**src/rtl/luma_pkg.sv**
```systemverilog
// Shared types and level constants for the luma path.
// Assumes 10-bit luma; levels are fixed per mode select.
package luma_pkg;
    localparam int Y_W    = 10;
    localparam int MAX_XD = 3;
    localparam int XD_W   = 2;

    typedef struct packed {
        logic [Y_W-1:0] y;
        logic           sync;
        logic           blank;
    } luma_smp_t;

    function automatic logic [Y_W-1:0] sync_level(input logic pal);
        return pal ? 10'd16 : 10'd16;
    endfunction

    function automatic logic [Y_W-1:0] blank_level(input logic pal);
        return pal ? 10'd252 : 10'd240;
    endfunction

    function automatic logic [Y_W-1:0] black_level(input logic pal);
        return pal ? 10'd252 : 10'd282;
    endfunction
endpackage

```
**src/rtl/luma_match_delay.sv**
```systemverilog
// Fixed delay line matching the chroma path latency.
// Sample and timing flags travel together; DEPTH must be at least 1.
module luma_match_delay
    import luma_pkg::*;
#(
    parameter int DEPTH = 6
) (
    input  logic      clk,
    input  logic      rst_n,
    input  luma_smp_t d_in,
    output luma_smp_t d_out
);
    luma_smp_t stage [DEPTH];

    genvar i;
    generate
        for (i = 0; i < DEPTH; i++) begin : g_stage
            if (i == 0) begin : g_first
                // Capture the incoming sample into the first stage.
                always_ff @(posedge clk) begin
                    if (!rst_n) stage[0] <= '0;
                    else        stage[0] <= d_in;
                end
            end else begin : g_next
                // Shift the sample one stage further.
                always_ff @(posedge clk) begin
                    if (!rst_n) stage[i] <= '0;
                    else        stage[i] <= stage[i-1];
                end
            end
        end
    endgenerate

    assign d_out = stage[DEPTH-1];
endmodule

```
**src/rtl/luma_adjust.sv**
```systemverilog
// Two-stage brightness and gain adjust.
// Stage 1 adds a signed offset with clamping to 0..1023.
// Stage 2 scales by gain / 2**GAIN_FRAC with clamping to 1023.
module luma_adjust
    import luma_pkg::*;
#(
    parameter int GAIN_W    = 8,
    parameter int GAIN_FRAC = 7
) (
    input  logic              clk,
    input  logic              rst_n,
    input  luma_smp_t         d_in,
    input  logic [7:0]        brt_offset,
    input  logic [GAIN_W-1:0] gain,
    output luma_smp_t         d_out
);
    localparam int SUM_W  = Y_W + 2;
    localparam int PROD_W = Y_W + GAIN_W;
    localparam logic [Y_W-1:0] Y_MAX = '1;

    luma_smp_t          brt_q;
    luma_smp_t          gain_q;
    logic signed [SUM_W-1:0] sum;
    logic [Y_W-1:0]     brt_y;
    logic [PROD_W-1:0]  prod;
    logic [PROD_W-1:0]  scaled;
    logic [Y_W-1:0]     gain_y;

    // Signed add of the offset and clamp to the luma range.
    always_comb begin
        sum = $signed({2'b00, d_in.y}) + $signed({{(SUM_W-8){brt_offset[7]}}, brt_offset});
        if (sum[SUM_W-1])   brt_y = '0;
        else if (sum[Y_W])  brt_y = Y_MAX;
        else                brt_y = sum[Y_W-1:0];
    end

    // Register the brightness result with its flags.
    always_ff @(posedge clk) begin
        if (!rst_n) brt_q <= '0;
        else        brt_q <= '{y: brt_y, sync: d_in.sync, blank: d_in.blank};
    end

    // Multiply by gain, drop the fraction bits, clamp on overflow.
    always_comb begin
        prod   = {{GAIN_W{1'b0}}, brt_q.y} * {{Y_W{1'b0}}, gain};
        scaled = prod >> GAIN_FRAC;
        if (|scaled[PROD_W-1:Y_W]) gain_y = Y_MAX;
        else                       gain_y = scaled[Y_W-1:0];
    end

    // Register the gain result with its flags.
    always_ff @(posedge clk) begin
        if (!rst_n) gain_q <= '0;
        else        gain_q <= '{y: gain_y, sync: brt_q.sync, blank: brt_q.blank};
    end

    assign d_out = gain_q;

    p_brt_top_r2: assert property (@(posedge clk) disable iff (!rst_n)
        (d_in.y == Y_MAX && !brt_offset[7]) |=> brt_q.y == Y_MAX);
    p_brt_bottom_r2: assert property (@(posedge clk) disable iff (!rst_n)
        (d_in.y == '0 && brt_offset[7]) |=> brt_q.y == '0);
    p_gain_unity_r3: assert property (@(posedge clk) disable iff (!rst_n)
        (gain == GAIN_W'(1 << GAIN_FRAC)) |=> gain_q.y == $past(brt_q.y));
endmodule

```
**src/rtl/luma_sync_mux.sv**
```systemverilog
// Inserts the sync-tip and blank DC levels and floors active video at black.
// Sync has priority over blank. Output is registered.
module luma_sync_mux
    import luma_pkg::*;
(
    input  logic           clk,
    input  logic           rst_n,
    input  luma_smp_t      d_in,
    input  logic           pal_mode,
    output logic [Y_W-1:0] y_out
);
    logic [Y_W-1:0] sel_y;

    // Pick the level for this sample.
    always_comb begin
        if (d_in.sync)                          sel_y = sync_level(pal_mode);
        else if (d_in.blank)                    sel_y = blank_level(pal_mode);
        else if (d_in.y < black_level(pal_mode)) sel_y = black_level(pal_mode);
        else                                    sel_y = d_in.y;
    end

    // Register the selected level.
    always_ff @(posedge clk) begin
        if (!rst_n) y_out <= '0;
        else        y_out <= sel_y;
    end

    p_sync_tip_r4: assert property (@(posedge clk) disable iff (!rst_n)
        d_in.sync |=> y_out == sync_level($past(pal_mode)));
    p_blank_r5: assert property (@(posedge clk) disable iff (!rst_n)
        (!d_in.sync && d_in.blank) |=> y_out == blank_level($past(pal_mode)));
    p_floor_r6: assert property (@(posedge clk) disable iff (!rst_n)
        (!d_in.sync && !d_in.blank) |=> y_out >= black_level($past(pal_mode)));
endmodule

```
**src/rtl/luma_comp_delay.sv**
```systemverilog
// Extra 0..MAX_XD clock delay for the composite branch.
// The select is taken over only on a line-start pulse.
module luma_comp_delay
    import luma_pkg::*;
(
    input  logic            clk,
    input  logic            rst_n,
    input  logic [Y_W-1:0]  y_in,
    input  logic            line_start,
    input  logic [XD_W-1:0] xdly_sel,
    output logic [Y_W-1:0]  y_out
);
    logic [Y_W-1:0]  tap [MAX_XD];
    logic [XD_W-1:0] xd_q;

    // Load the active delay at line start only.
    always_ff @(posedge clk) begin
        if (!rst_n)          xd_q <= '0;
        else if (line_start) xd_q <= xdly_sel;
    end

    genvar i;
    generate
        for (i = 0; i < MAX_XD; i++) begin : g_tap
            // Shift the composite history by one clock.
            always_ff @(posedge clk) begin
                if (!rst_n) tap[i] <= '0;
                else        tap[i] <= (i == 0) ? y_in : tap[(i == 0) ? 0 : i-1];
            end
        end
    endgenerate

    // Choose the undelayed stream or a history tap.
    always_comb begin
        if (xd_q == '0) y_out = y_in;
        else            y_out = tap[xd_q - 1'b1];
    end

    p_xd_hold_r9: assert property (@(posedge clk) disable iff (!rst_n)
        !line_start |=> xd_q == $past(xd_q));
    p_cvbs_tap_r8: assert property (@(posedge clk) disable iff (!rst_n)
        (xd_q == XD_W'(1)) |-> y_out == $past(y_in));
endmodule

```
**src/rtl/luma_path.sv**
```systemverilog
// Luma path top: match delay, brightness and gain, sync insertion,
// then split into an S-video stream and a composite stream with extra delay.
// Assumes one sample per clock, with flags aligned to the sample.
module luma_path
    import luma_pkg::*;
#(
    parameter int MATCH_DEPTH = 6,
    parameter int GAIN_W      = 8,
    parameter int GAIN_FRAC   = 7
) (
    input  logic              clk,
    input  logic              rst_n,
    input  logic [9:0]        luma_in,
    input  logic              sync_flag,
    input  logic              blank_flag,
    input  logic              line_start,
    input  logic [7:0]        brt_offset,
    input  logic [GAIN_W-1:0] gain,
    input  logic              pal_mode,
    input  logic [1:0]        xdly_sel,
    output logic [9:0]        svid_luma,
    output logic [9:0]        cvbs_luma
);
    luma_smp_t smp_in;
    luma_smp_t smp_dly;
    luma_smp_t smp_adj;
    logic [Y_W-1:0] mux_y;

    assign smp_in = '{y: luma_in, sync: sync_flag, blank: blank_flag};

    luma_match_delay #(.DEPTH(MATCH_DEPTH)) u_match (
        .clk(clk), .rst_n(rst_n), .d_in(smp_in), .d_out(smp_dly)
    );

    luma_adjust #(.GAIN_W(GAIN_W), .GAIN_FRAC(GAIN_FRAC)) u_adjust (
        .clk(clk), .rst_n(rst_n), .d_in(smp_dly),
        .brt_offset(brt_offset), .gain(gain), .d_out(smp_adj)
    );

    luma_sync_mux u_mux (
        .clk(clk), .rst_n(rst_n), .d_in(smp_adj),
        .pal_mode(pal_mode), .y_out(mux_y)
    );

    luma_comp_delay u_comp (
        .clk(clk), .rst_n(rst_n), .y_in(mux_y), .line_start(line_start),
        .xdly_sel(xdly_sel), .y_out(cvbs_luma)
    );

    assign svid_luma = mux_y;

    p_reset_zero_r10: assert property (@(posedge clk)
        !rst_n |=> (svid_luma == '0 && cvbs_luma == '0));
endmodule

```
**config.mk**
```make
export PLATFORM = sky130hd
export DESIGN_NAME = luma_path
export DESIGN_NICKNAME = d
export VERILOG_FILES = /design/src/rtl/luma_pkg.sv /design/src/rtl/luma_match_delay.sv /design/src/rtl/luma_adjust.sv /design/src/rtl/luma_sync_mux.sv /design/src/rtl/luma_comp_delay.sv /design/src/rtl/luma_path.sv
export SDC_FILE = /design/constraint.sdc
export NUM_CORES = 1
export LEC_CHECK = 0
export BUFFER_PORTS_ARGS = -buffer_cell sky130_fd_sc_hd__buf_2
export CORE_MARGIN = 2
export CORE_UTILIZATION = 28
export CTS_BUF_LIST = sky130_fd_sc_hd__clkbuf_4 sky130_fd_sc_hd__clkbuf_8
export CTS_CLUSTER_SIZE = 30
export DETAILED_ROUTE_END_ITERATION = 6
export SKIP_CTS_REPAIR_TIMING = 1
export SYNTH_ARGS = -nofsm -noshare
export SYNTH_HDL_FRONTEND = slang
export SYNTH_SLANG_ARGS = --single-unit
```
**constraint.sdc**
```tcl
create_clock -name clk -period 5.3 [get_ports clk]
set_clock_uncertainty 0.1 [all_clocks]
set_input_delay 0 -clock clk [delete_from_list [all_inputs] [get_ports clk]]
set_output_delay 0 -clock clk [all_outputs]
set_load 0.01 [all_outputs]
```
==> results.tsv <==
stage	metric	value	unit
outcome	outcome	completed	
global_route	largest net degree at the start of global routing	118	
global_route	all-layer global routing usage	0.104	
critical_path	CP arrival	5.26	ns
sta	final setup fails	0	
critical_path	peak fanout along the critical path	10	
placed_design	port bufs	53	
global_route	initial antenna violation count	0	
critical_path	crit end category	register	
power	VDD IR max	0.188	mV
clocking	htree depth	4	
floorplanning	die area	27500	um2
synth	synthesized area	7340	um2
synth	flops & latches, synth	138	
placed_design	Detail Placement HPWL	9.78	mm
synth	Warnings, synthesis	0	
critical_path	Crit path max-delay family	adder cells	
clocking	CTS tree	done	
critical_path	Critical Setup Path Class	register to register	
clocking	CTS clk-pin slew, worst paths	0.08	ns
layout	layout cells sized above 1	0.126	
min_path	worst hold stages	4	
detailed_routing	DR pass1 iterations	6	
floorplanning	die extent in y	166	um
critical_path	Crit Reg-Reg Endpoint	u_adjust.d_out[9]	
synth	Top FF cell, synth	dfxtp_1	
synth	largest family of logic cells by synthesized area	adder cells	
min_path	Worst Hold Path EP	u_adjust.brt_q[8]	
floorplanning	Core Area	25900	um2
detailed_routing	final wirelength	13.6	mm
flow_run	MaxCap Viol Count	0	
synth	mux share of post-synthesis cell area	0.0164	
layout	area added between synthesis and finish	15.7	%
min_path	Hold Crit Class	input pin to register	
sta	final-report hold violation count	0	
synth	EDFF count, synth	0	
sta	Rel. slew slack	0.429	
synth	xor/xnor cell area share of the yosys netlist	0.0167	
synth	synth cell count leaders	and2_1 (165), dfxtp_1 (138), inv_1 (72)	
global_route	via count of the first global-routing pass	4862	
critical_path	CP Buf/Inv Count	3	
floorplanning	Die Wd	166	um
power	power density cells	287	nW/um2
min_path	HP Start	brt_offset[6]	
clocking	TritonCTS Buffers	17	
sta	TNS Setup	0	ns
critical_path	reg-to-reg startpoint	u_adjust.brt_q[2]	
critical_path	CP max stage delay	0.54	ns
floorplanning	Initial Utilization	0.283	
sta	Max Freq	0.201	GHz
floorplanning	FP Rows	59	
synth	simple-gate share of the synthesized area	0.206	
detailed_routing	Iter 0 DRT Violations	230	
placed_design	DP Area	7900	um2
sta	RSZ-0062 raised after global routing	no	
layout	Final Core Density	0.328	
detailed_routing	WL/cell	11.7	um
synth	Avg Inst Size Synth	9.88	um2
critical_path	Worst R2R Setup Slack	0.33	ns
clocking	worst skew pair latency	0.45	ns
sta	Tmin final	4.97	ns
critical_path	R2R depth	15	
sta	Slew @ Worst Pin	0.856	ns
clocking	clk buf depth	2	
placed_design	dpl ws	0.334	ns
synth	Post-Synth Adder-Cell Area	0.219	
synth	Syn Inst Count	743	
sta	fin worst setup slack	0.330	ns
sta	Slew Viols, Final	0	
detailed_routing	via count	4983	
synth	count of cell types in the netlist	52	
detailed_routing	antenna-violating nets left	0	
critical_path	most frequent CP cell	fa_1	
synth	Synth Area in Compound Gates	0.109	
synth	Synthesized Nets	877	
global_route	GRT Residual Overflow	0	
placed_design	final RePlAce weighted congestion	0.817	
layout	fin nets	946	
synth	Seq/Total Area, Yosys	0.376	
power	leakage	3.89	nW
sta	ratio of final minimum period to clock period	0.938	
clocking	CTS Root Buffer Type	clkbuf_8	
layout	Final Instance Area	8500	um2
synth	count leader, synth	and2_1	
critical_path	worst path cell trace	nand2_1 > fa_1 > fa_1 > inv_1 > fa_1 > inv_1 > fa_1 > inv_1 > ha_1 > o211ai_1 > o21a_1 > or3_1 > and2_4 > o311ai_4 > o31a_1	
critical_path	startpoint types	register	
critical_path	Slowest-stage cell, CP	fa_1	
detailed_routing	Vias/cell	4.30	
layout	Inserted Diodes	0	
critical_path	Levels on crit path	15	
synth	Synth area leader	dfxtp_1	
synth	Synth area leaders	dfxtp_1 (38%), and2_1 (14%), fa_1 (13%)	
critical_path	worst path required time	5.59	ns
clocking	CTS sink cnt	138	
detailed_routing	DRC violations left	0	
floorplanning	I/O pins	54	
synth	fraction of registers with async set/reset	0	
global_route	first-pass GRT wire length	23.6	mm
synth	Yosys top cell area share	0.376	
## registers in the layout (all words and copies together) (netlist names)
register and count:
u_adjust.brt_q 12, u_match.stage 72, u_comp.tap 30, u_comp.xd_q 2, u_adjust.d_out 12, u_mux.y_out 10
## worst reg2reg max path, delay by kind of cell (launching register included)
kind,cells,cell delay [ns]
adder cells (fa/ha/maj),5,2.41
AO/OA/AOI/OAI,4,0.99
AND/OR/NAND/NOR,3,0.83
flip-flops,1,0.44
buffers and inverters,3,0.15
## layer usage
layer,GRT usage,up-vias,share of wire
li1,-,2557,-
met1,0.143,2332,0.50
met2,0.162,84,0.46
met3,0.0234,10,0.033
met4,0.0306,0,0.0098
met5,0,-,0
## worst max path at each step
stage	startpoint	slack (ns)	endpoint
2_1_floorplan	u_adjust.brt_q[2]	0.59	u_adjust.d_out[11]
3_3_place_gp	u_adjust.brt_q[2]	0.39	u_adjust.d_out[9]
3_5_place_dp	u_adjust.brt_q[4]	0.33	u_adjust.d_out[9]
4_1_cts	u_adjust.brt_q[2]	0.32	u_adjust.d_out[9]
5_1_grt	u_adjust.brt_q[2]	0.08	u_adjust.d_out[6]
6_report	u_adjust.brt_q[2]	0.33	u_adjust.d_out[9]
## through the flow
step                hold slack, ns  power [W]  cells
floorplan                   0.0273    0.00150    743
global placement             0.105    0.00163   1107
detailed placement           0.108    0.00163   1107
CTS                         -0.386    0.00247   1139
global route                0.0249    0.00262   1160
finish                      0.0264    0.00244   1160
## placed cells by master, fill, tap and decap left out, drive strengths merged, types with 2 or more instances in the layout
cell type	Yosys	layout
nand3	10	10
clkbuf	16	19
nor3	6	6
nand2	38	38
and2	173	173
a21o	6	6
clkinv	0	4
buf	9	55
a211oi	3	3
o211a	2	2
nor2	17	17
or2	3	3
fa	48	48
xor2	5	5
o31ai	2	2
ha	52	52
clkinvlp	0	2
inv	72	78
o211ai	4	4
a31oi	4	4
o21a	24	24
dfxtp	138	138
o21ai	36	36
a21boi	4	4
o31a	5	5
nand4	5	5
mux2i	12	12
nand2b	4	4
nand3b	2	2
o41a	2	2
xnor2	9	9
dlygate4sd3	1	21
a21oi	16	16
## kinds of logic after synthesis
family / Yosys count
and+or+nand+nor: 263
xor gates and xnor gates: 14
muxes: 12
AOI/OAI and AO/OA: 118
adders and majority gates: 100
DFF: 138
buffers and inverters: 98
## cell type report
| cell class | count | area [um2] |
|---|---|---|
| clock buffers | 19 | 255 |
| clock inverters | 13 | 134 |
| fillers | 2644 | 17400 |
| inverters | 72 | 270 |
| multi-input cells | 507 | 4170 |
| flip-flops and latches | 138 | 2760 |
| well taps | 335 | 419 |
| repair buffers | 76 | 490 |
## report_power, final
part / switching [W] / internal (W)
sequential: 0.0000432 / 0.00109
combinational: 0.000263 / 0.000217
clock: 0.000422 / 0.000401
total: 0.000728 / 0.00171
Power figures use the tool's default switching activity.
